$ cat config.mk
export PLATFORM = sky130hd
export DESIGN_NAME = cmx_fold_mul
export DESIGN_NICKNAME = d
export VERILOG_FILES = /design/src/rtl/cmx_pkg.sv /design/src/rtl/cmx_seq.sv /design/src/rtl/cmx_mac.sv /design/src/rtl/cmx_fold_mul.sv
export SDC_FILE = /design/constraint.sdc
export NUM_CORES = 1
export LEC_CHECK = 0
export BUFFER_PORTS_ARGS = -buffer_cell sky130_fd_sc_hd__buf_2
export CAP_MARGIN = 15
export CORE_ASPECT_RATIO = 0.6
export CORE_UTILIZATION = 40
export CTS_CLUSTER_SIZE = 14
export DETAILED_ROUTE_END_ITERATION = 8
export PLACE_DENSITY = 0.6
export SLEW_MARGIN = 10
export SYNTH_ARGS = -nofsm -noshare
export SYNTH_HDL_FRONTEND = slang
export SYNTH_SLANG_ARGS = --single-unit
export TNS_END_PERCENT = 10
$ cat constraint.sdc
create_clock -name clk -period 9.8 [get_ports clk]
set_input_delay 0.98 -clock clk [delete_from_list [all_inputs] [get_ports clk]]
set_output_delay 0.98 -clock clk [all_outputs]
set_load 0.02 [all_outputs]
$ cat src/rtl/cmx_pkg.sv
package cmx_pkg;

  typedef struct packed {
    logic ld;      // load holding registers on this step
    logic x_is_b;  // left operand: 0 = a, 1 = b
    logic y_is_d;  // right operand: 0 = c, 1 = d
    logic neg;     // subtract the product
    logic fresh;   // start from zero instead of the running sum
    logic cap_re;  // capture sum as real result
    logic cap_im;  // capture sum as imaginary result
  } step_t;

  function automatic step_t step_for(input logic [1:0] ph);
    step_t s;
    s = '0;
    unique case (ph)
      2'd1: begin s.x_is_b = 1'b1; s.y_is_d = 1'b1; s.neg = 1'b1; s.fresh = 1'b1; end
      2'd2: begin s.cap_re = 1'b1; end
      2'd3: begin s.y_is_d = 1'b1; s.fresh = 1'b1; end
      default: begin s.ld = 1'b1; s.x_is_b = 1'b1; s.cap_im = 1'b1; end
    endcase
    return s;
  endfunction

  function automatic logic signed [47:0] mac_next(
    input logic signed [47:0] acc,
    input logic signed [35:0] prod,
    input logic               neg,
    input logic               fresh);
    logic signed [47:0] term;
    term = neg ? -48'(prod) : 48'(prod);
    return fresh ? term : acc + term;
  endfunction

endpackage

$ cat src/rtl/cmx_seq.sv
module cmx_seq
  import cmx_pkg::*;
#(
  parameter int STEPS = 4
) (
  input  logic  clk,
  input  logic  rst_n,
  input  logic  en,
  output step_t step,
  output logic  phase_zero
);
  localparam int PW = $clog2(STEPS);

  logic [PW-1:0] ph;
  step_t         tbl [STEPS];

  for (genvar i = 0; i < STEPS; i++) begin : g_tbl
    assign tbl[i] = step_for(2'(i));
  end

  always_ff @(posedge clk or negedge rst_n) begin
    if (!rst_n)  ph <= '0;
    else if (en) ph <= ph + 1'b1;
  end

  assign step       = tbl[ph];
  assign phase_zero = (ph == '0);

  a_r2_advance: assert property (@(posedge clk) disable iff (!rst_n)
    en |=> ph == PW'($past(ph) + 1'b1));
  a_r2_hold: assert property (@(posedge clk) disable iff (!rst_n)
    !en |=> $stable(ph));
  a_r6_one_capture: assert property (@(posedge clk) disable iff (!rst_n)
    !(step.cap_re && step.cap_im));

endmodule

$ cat src/rtl/cmx_mac.sv
module cmx_mac
  import cmx_pkg::*;
#(
  parameter int DW = 18,
  parameter int AW = 48
) (
  input  logic                 clk,
  input  logic                 rst_n,
  input  logic                 en,
  input  step_t                step,
  input  logic                 in_valid,
  input  logic signed [DW-1:0] in_a,
  input  logic signed [DW-1:0] in_b,
  input  logic signed [DW-1:0] in_c,
  input  logic signed [DW-1:0] in_d,
  output logic                 load_fire,
  output logic                 cap_im_fire,
  output logic                 out_valid,
  output logic signed [AW-1:0] out_re,
  output logic signed [AW-1:0] out_im
);
  localparam int PWID = 2 * DW;

  logic signed [DW-1:0]   ha, hb, hc, hd;
  logic                   grp_vld;
  logic signed [DW-1:0]   opx, opy;
  logic signed [PWID-1:0] prod;
  logic signed [AW-1:0]   acc, acc_nx;

  assign load_fire   = en && step.ld;
  assign cap_im_fire = en && step.cap_im;

  assign opx    = step.x_is_b ? hb : ha;
  assign opy    = step.y_is_d ? hd : hc;
  assign prod   = opx * opy;
  assign acc_nx = mac_next(acc, 36'(prod), step.neg, step.fresh);

  always_ff @(posedge clk or negedge rst_n) begin
    if (!rst_n) begin
      ha <= '0; hb <= '0; hc <= '0; hd <= '0;
      grp_vld <= 1'b0;
    end else if (load_fire) begin
      ha <= in_a; hb <= in_b; hc <= in_c; hd <= in_d;
      grp_vld <= in_valid;
    end
  end

  always_ff @(posedge clk or negedge rst_n) begin
    if (!rst_n) begin
      acc <= '0; out_re <= '0; out_im <= '0;
      out_valid <= 1'b0;
    end else begin
      out_valid <= cap_im_fire && grp_vld;
      if (en) begin
        acc <= acc_nx;
        if (step.cap_re) out_re <= acc_nx;
        if (step.cap_im) out_im <= acc_nx;
      end
    end
  end

  a_r7_operands_held: assert property (@(posedge clk) disable iff (!rst_n)
    !load_fire |=> $stable({ha, hb, hc, hd, grp_vld}));
  a_r6_single_pulse: assert property (@(posedge clk) disable iff (!rst_n)
    out_valid |=> !out_valid);
  a_r4_re_stable_while_valid: assert property (@(posedge clk) disable iff (!rst_n)
    out_valid |-> $stable(out_re));

endmodule

$ cat src/rtl/cmx_fold_mul.sv
module cmx_fold_mul
  import cmx_pkg::*;
#(
  parameter int DW = 18,
  parameter int AW = 48
) (
  input  logic                 clk,
  input  logic                 rst_n,
  input  logic                 en,
  input  logic                 in_valid,
  input  logic signed [DW-1:0] in_a,
  input  logic signed [DW-1:0] in_b,
  input  logic signed [DW-1:0] in_c,
  input  logic signed [DW-1:0] in_d,
  output logic                 out_valid,
  output logic signed [AW-1:0] out_re,
  output logic signed [AW-1:0] out_im
);
  step_t step;
  logic  phase_zero, load_fire, cap_im_fire;

  cmx_seq #(.STEPS(4)) u_seq (
    .clk(clk), .rst_n(rst_n), .en(en), .step(step), .phase_zero(phase_zero)
  );

  cmx_mac #(.DW(DW), .AW(AW)) u_mac (
    .clk(clk), .rst_n(rst_n), .en(en), .step(step), .in_valid(in_valid),
    .in_a(in_a), .in_b(in_b), .in_c(in_c), .in_d(in_d),
    .load_fire(load_fire), .cap_im_fire(cap_im_fire),
    .out_valid(out_valid), .out_re(out_re), .out_im(out_im)
  );

  a_r3_load_on_phase0: assert property (@(posedge clk) disable iff (!rst_n)
    load_fire |-> phase_zero && en);
  a_r6_valid_after_load_edge: assert property (@(posedge clk) disable iff (!rst_n)
    out_valid |-> $past(load_fire) && $past(cap_im_fire));
  a_r1_idle_without_en: assert property (@(posedge clk) disable iff (!rst_n)
    !en |=> !out_valid);

endmodule

# Word-level counts from Yosys, hierarchy flattened
# Index checks and enable logic that the tools add are counted.
[totals]
out_inout_bits = 97
in_bits = 76
ff_bits = 220
[op_classes]
reduce_logical = 5
add_sub_neg = 3
muxes = 7
multipliers = 1
n_lt_le_gt_ge = 1
bitwise_logic = 1
[ops]
columns = ["op", "n"]
rows = [
  ["$mux W48", 2],
  ["$add A48 B48 Y48", 1],
  ["$neg A36 Y48", 1],
  ["$mul A18 B18 Y36", 1],
  ["$mux W18", 2],
  ["$bmux W7 S2", 1],
  ["$mux W7", 2],
  ["$reduce_and A2 Y1", 2],
  ["$ge A3 B3 Y1 const B", 1],
  ["$logic_and A1 B1 Y1", 3],
  ["$not A2 Y3", 1],
  ["$add A2 B1 Y2 const B", 1],
]

# Logic depth before layout (Yosys ltp)
[depth]
word_depth = 10
depth_mapped = 42

# By module
# A second synthesis with hierarchy kept.
[hier_totals]
hier_cells = 2651
area_unflattened_um2 = 24634.9
[modules_own_cells]
columns = ["module", "instances", "cells_each", "area_each_um2"]
rows = [
  ["cmx_mac", 1, 2638, 24486.0],
  ["cmx_seq", 1, 13, 148.9],
]

# Worst setup path before layout
# No wires, ideal clock.
[synth_path]
kind = "register to register"
startpoint = "register u_seq.ph[0]"
endpoint = "register u_mac.acc[46]"
t_required_ps = 9676
path_buffers = 5
path_slack_ps = -473
arrival_ps = 10149
stages_incl_launch_ff = 40
path_cell_list = "dfrtp_1 > clkbuf_1 > clkbuf_1 > clkbuf_1 > mux2i_1 > clkbuf_1 > nor2_1 > fa_1 > fa_1 > inv_1 > fa_1 > fa_1 > inv_1 > fa_1 > inv_1 > fa_1 > inv_1 > ha_1 > (+4 left out) > mux2i_1 > o22ai_1 > or2_2 > nor4b_4 > nand4_4 > a21o_1 > ha_1 > a21o_1 > a21o_1 > a21oi_1 > nand2_1 > a21oi_1 > o21ai_0 > or2_2 > a31oi_1 > o21ai_0 > mux2i_1 > a211o_1"
[synth_between]
elab_chain_len = 10
elab_cells_between_ends = 11
[synth_lines]
columns = ["element", "line_no", "rtl"]
rows = [
  ["start, declared", "cmx_seq.sv:14", "logic [PW-1:0] ph;"],
  ["start signal, assigned", "cmx_seq.sv:23", "else if (en) ph <= ph + 1'b1;"],
  ["$not A2 Y3 (not written as such) *", "cmx_seq.sv:26", "assign step = tbl[ph];"],
  ["$bmux W7 S2 *", "cmx_seq.sv:26", ""],
  ["$mux W7 (not written as such) * (2 in series)", "cmx_seq.sv:26", ""],
  ["$mux W18 (on tied branches)", "cmx_mac.sv:33, cmx_mac.sv:34", ""],
  ["$mul A18 B18 Y36", "cmx_mac.sv:35", "assign prod = opx * opy;"],
  ["$neg A36 Y48", "cmx_pkg.sv:31", "term = neg ? -48'(prod) : 48'(prod);"],
  ["$mux W48", "cmx_pkg.sv:31", ""],
  ["$add A48 B48 Y48", "cmx_pkg.sv:32", "return fresh ? term : acc + term;"],
  ["$mux W48 *", "cmx_pkg.sv:32", ""],
  ["end signal, assigned", "cmx_mac.sv:55", "acc <= acc_nx;"],
  ["end, declared", "cmx_mac.sv:28", "logic signed [AW-1:0] acc, acc_nx;"],
]
# Mark *: on every way between the ends. The rest lies on a longest branch, timed or not. The select of a mux whose other input is x is not followed.
# A chain may end at the register's enable or synchronous reset.

# Worst setup path after layout
[layout_path]
startpoint = "register u_seq.ph[1]"
endpoint = "register u_mac.out_re[47]"
[layout_between]
elab_chain_len = 10
elab_cells_between_ends = 12
[layout_lines]
columns = ["element", "line_no", "rtl"]
rows = [
  ["$not A2 Y3 (not written as such) *", "cmx_seq.sv:26", ""],
  ["$bmux W7 S2 *", "cmx_seq.sv:26", ""],
  ["$mux W7 (not written as such) * (2 in series)", "cmx_seq.sv:26", ""],
  ["$mux W18 (on tied branches)", "cmx_mac.sv:33, cmx_mac.sv:34", ""],
  ["$mul A18 B18 Y36", "cmx_mac.sv:35", ""],
  ["$neg A36 Y48", "cmx_pkg.sv:31", ""],
  ["$mux W48", "cmx_pkg.sv:31", ""],
  ["$add A48 B48 Y48", "cmx_pkg.sv:32", ""],
  ["$mux W48", "cmx_pkg.sv:32", ""],
  ["end signal, assigned", "cmx_mac.sv:56", "if (step.cap_re) out_re <= acc_nx;"],
  ["end, declared", "cmx_mac.sv:19", "output logic signed [AW-1:0] out_re,"],
]
# Marks and branches as above.

==> flow_metrics.py <==
metrics = {
    "worst_setup_path": {
        "cp_max_fo": 7,
        "crit_start": "u_seq.ph[1]$_DFFE_PN0P_",
        "required_ps": 10280,
        "worst_path_largest_cell_delay_ps": 560,
        "crit_type": "flip-flop to flip-flop",
        "timing.rr.start": "u_seq.ph[1]$_DFFE_PN0P_",
        "slowest_stage": "fa_1",
        "worst_ep_arrival_time_ps": 10260,
        "cp-endpoint": "u_mac.out_re[47]$_DFFE_PN0P_",
        "cp-start-kind": "flip-flop",
        "path_buf_inv": 11,
        "cp.depth": 38,
        "timing.rr.end": "u_mac.out_re[47]$_DFFE_PN0P_",
        "r2r_cells": 38,
        "crit_path_end_kind": "flip-flop",
        "crit_family": "adder cells",
        "reg2reg_slack_ps": 20,
    },
    "run_status": {
        "status": "complete, no violations",
    },
    "detailed_routing": {
        "vias": 21930,
        "totalWireLength_mm": 81.75,
        "first_pass_iters": 6,
        "drc": 0,
        "dr.first_iter.drc_count": 1783,
        "ant_nets": 0,
        "wl_per_cell_um": 19.33,
        "via_per_inst": 5.184,
    },
    "clocking": {
        "cts_tree": "done",
        "h-tree-depth": 1,
        "path_clk_slew_ps": 70,
        "cts_num_sinks": 220,
        "ctsHoldBuffers": 0,
        "clk_path_buf_depth": 3,
        "clk_latency_ps": 560,
        "cts_buffers": 24,
        "cts-root-buf": "clkbuf_16",
    },
    "cells_and_area": {
        "area_delta_synth_final_pct": 28.86,
        "regArea_sq_um": 5513,
        "antennaDiodeCount": 0,
        "fill_cells": 5637,
        "final_nets": 3939,
        "multi_input_area_sq_um": 18330,
        "layout-drive-gt1-share": 0.2731,
        "postLayoutCoreUtil": 0.5230,
    },
    "logic_synthesis": {
        "mappedNetlistArea_sq_um": 24780,
        "synthArstFlopShare": 1.000,
        "synthFlopType": "dfrtp_1",
        "netlist_instances": 2819,
        "synthTopCellsByCount": "nand2_1, inv_1, fa_1",
        "synth_most_common_cell": "nand2_1",
        "syn_area_per_cell_sq_um": 8.789,
        "synthTopCellsByArea": "fa_1, dfrtp_1, nand2_1",
        "synth_nets": 3374,
        "synth_edf_count": 0,
        "yosysWarnings": 0,
        "synthDistinctLibCells": 94,
        "yosysTopAreaCellShare": 0.2666,
        "yosysSeqAreaShare": 0.2222,
        "ys_ff_latch": 220,
        "netlist.top_cell.by_area": "fa_1",
    },
    "sta": {
        "fin_crit_sh": 0.9978,
        "final.setup_skew_ps": 14.64,
        "slew_headroom": 0.3533,
        "setup_slack_ps": 21.94,
        "setup_viol": 0,
        "fmax_mhz": 102.3,
        "worst_slew_pin_slew_ps": 970.0,
        "layout_min_cycle_time_ps": 9778,
        "slew_viol_final": 0,
        "rsz0062_at_grt": "yes",
        "whs_ps": 457.4,
        "hold_viol_final": 0,
    },
    "floorplanning": {
        "coreArea_sq_um": 61050,
        "rows": 70,
        "die_h_um": 194.8,
        "io_pins": 173,
        "die_w_um": 323.3,
        "die_area_sq_um": 62980,
        "start_util": 0.4059,
    },
    "placed_design": {
        "dpl_worst_slack_ps": -761.9,
        "place.gp.congestion": 1.021,
        "post-dp-hpwl_mm": 67.39,
        "portBuffers": 172,
    },
    "global_route": {
        "grt_max_degree": 105,
        "grt_antenna_before_repair": 2,
        "overflow": 0,
        "grt_pass1_wl_mm": 126.6,
        "gr-usage-all-layers": 0.2613,
        "grt_pass1_vias": 21975,
    },
    "flow_run": {
        "maxCapViolations": 0,
    },
    "hold_path": {
        "min_path_type": "input pin to async pin",
    },
}
## final cells by class
type                            instances  area share
Timing Repair Buffer                  648      0.1494
Clock buffer                           28     0.02022
Tap cell                              828     0.03245
Inverter                              391     0.04597
Clock inverter                         16    0.005173
Sequential cell                       220      0.1727
Multi-Input combinational cell       2099      0.5741
## kinds of logic (layout without fill, tap and decap cells)
kind of cell | count (synthesis) | after routing | synth area share
and+or+nand+nor | 968 | 968 | 0.1652
buffers and inverters | 500 | 1083 | 0.07711
adders and majority gates | 479 | 479 | 0.3419
AOI/OAI and AO/OA | 459 | 459 | 0.1176
DFF | 220 | 220 | 0.2222
muxes | 98 | 98 | 0.04211
xor gates and xnor gates | 95 | 95 | 0.03388
## what timing repair did
action | 4_1_cts | 5_1_grt
setup buffers | 16 | 29
hold endpoints to repair | 0 | 0
pin swaps | 44 | 88
gates resized for setup | 68 | 162
setup endpoints to repair | 66 | 69
cloned | 0 | 1
## flip-flops by register name, summed over array words and instances (netlist names)
| name | flops |
|---|---|
| u_mac.acc | 48 |
| u_mac.grp_vld | 1 |
| u_mac.ha | 18 |
| u_mac.hb | 18 |
| u_mac.hc | 18 |
| u_mac.hd | 18 |
| u_mac.out_im | 48 |
| u_mac.out_re | 48 |
| u_mac.out_valid | 1 |
| u_seq.ph | 2 |
## routing by layer
| metal | wire length, um | vias to the layer above | global-route usage |
|---|---|---|---|
| met4 | 1128 | 6 | 0.03774 |
| li1 | - | 10186 | - |
| met1 | 40570 | 10965 | 0.4164 |
| met5 | 80 | - | 0 |
| met2 | 32040 | 709 | 0.3452 |
| met3 | 7941 | 64 | 0.07940 |
## stage by stage
step | cell area [sq um] | TNS, ps | cells
floorplan | 24820 | 0 | 2819
global placement | 29670 | -21270 | 4142
detailed placement | 29670 | -23960 | 4142
CTS | 30910 | 0 | 4202
global route | 31930 | -7270 | 4230
finish | 31930 | 0 | 4230
## placed cells by master (no fill, tap or decap), types with 35 or more instances in the layout
master,synthesis,final
nand2_1,528,520
a21o_1,41,41
dfrtp_1,220,218
a21oi_1,125,104
fa_1,330,320
mux2i_1,48,35
ha_1,149,133
inv_1,390,381
mux2_2,49,39
nor2_1,282,271
xnor2_1,65,54
buf_2,2,170
buf_4,0,436
o21ai_0,124,106
## worst min path at each step
stage	slack [ps]	to	from
global route	500	u_mac.hd[17]$_DFFE_PN0P_	u_mac.hd[17]$_DFFE_PN0P_
finish	460	u_mac.out_re[44]$_DFFE_PN0P_	rst_n
detailed placement	460	u_mac.out_re[4]$_DFFE_PN0P_	u_mac.out_re[4]$_DFFE_PN0P_
CTS	480	u_mac.out_re[44]$_DFFE_PN0P_	rst_n
floorplan	440	u_mac.grp_vld$_DFFE_PN0P_	u_mac.grp_vld$_DFFE_PN0P_
global placement	450	u_mac.hc[11]$_DFFE_PN0P_	u_mac.hc[11]$_DFFE_PN0P_
Power is left out: the tool's default activity adds up to more than one toggle a clock period on the data nets, which glitch-free logic cannot reach.
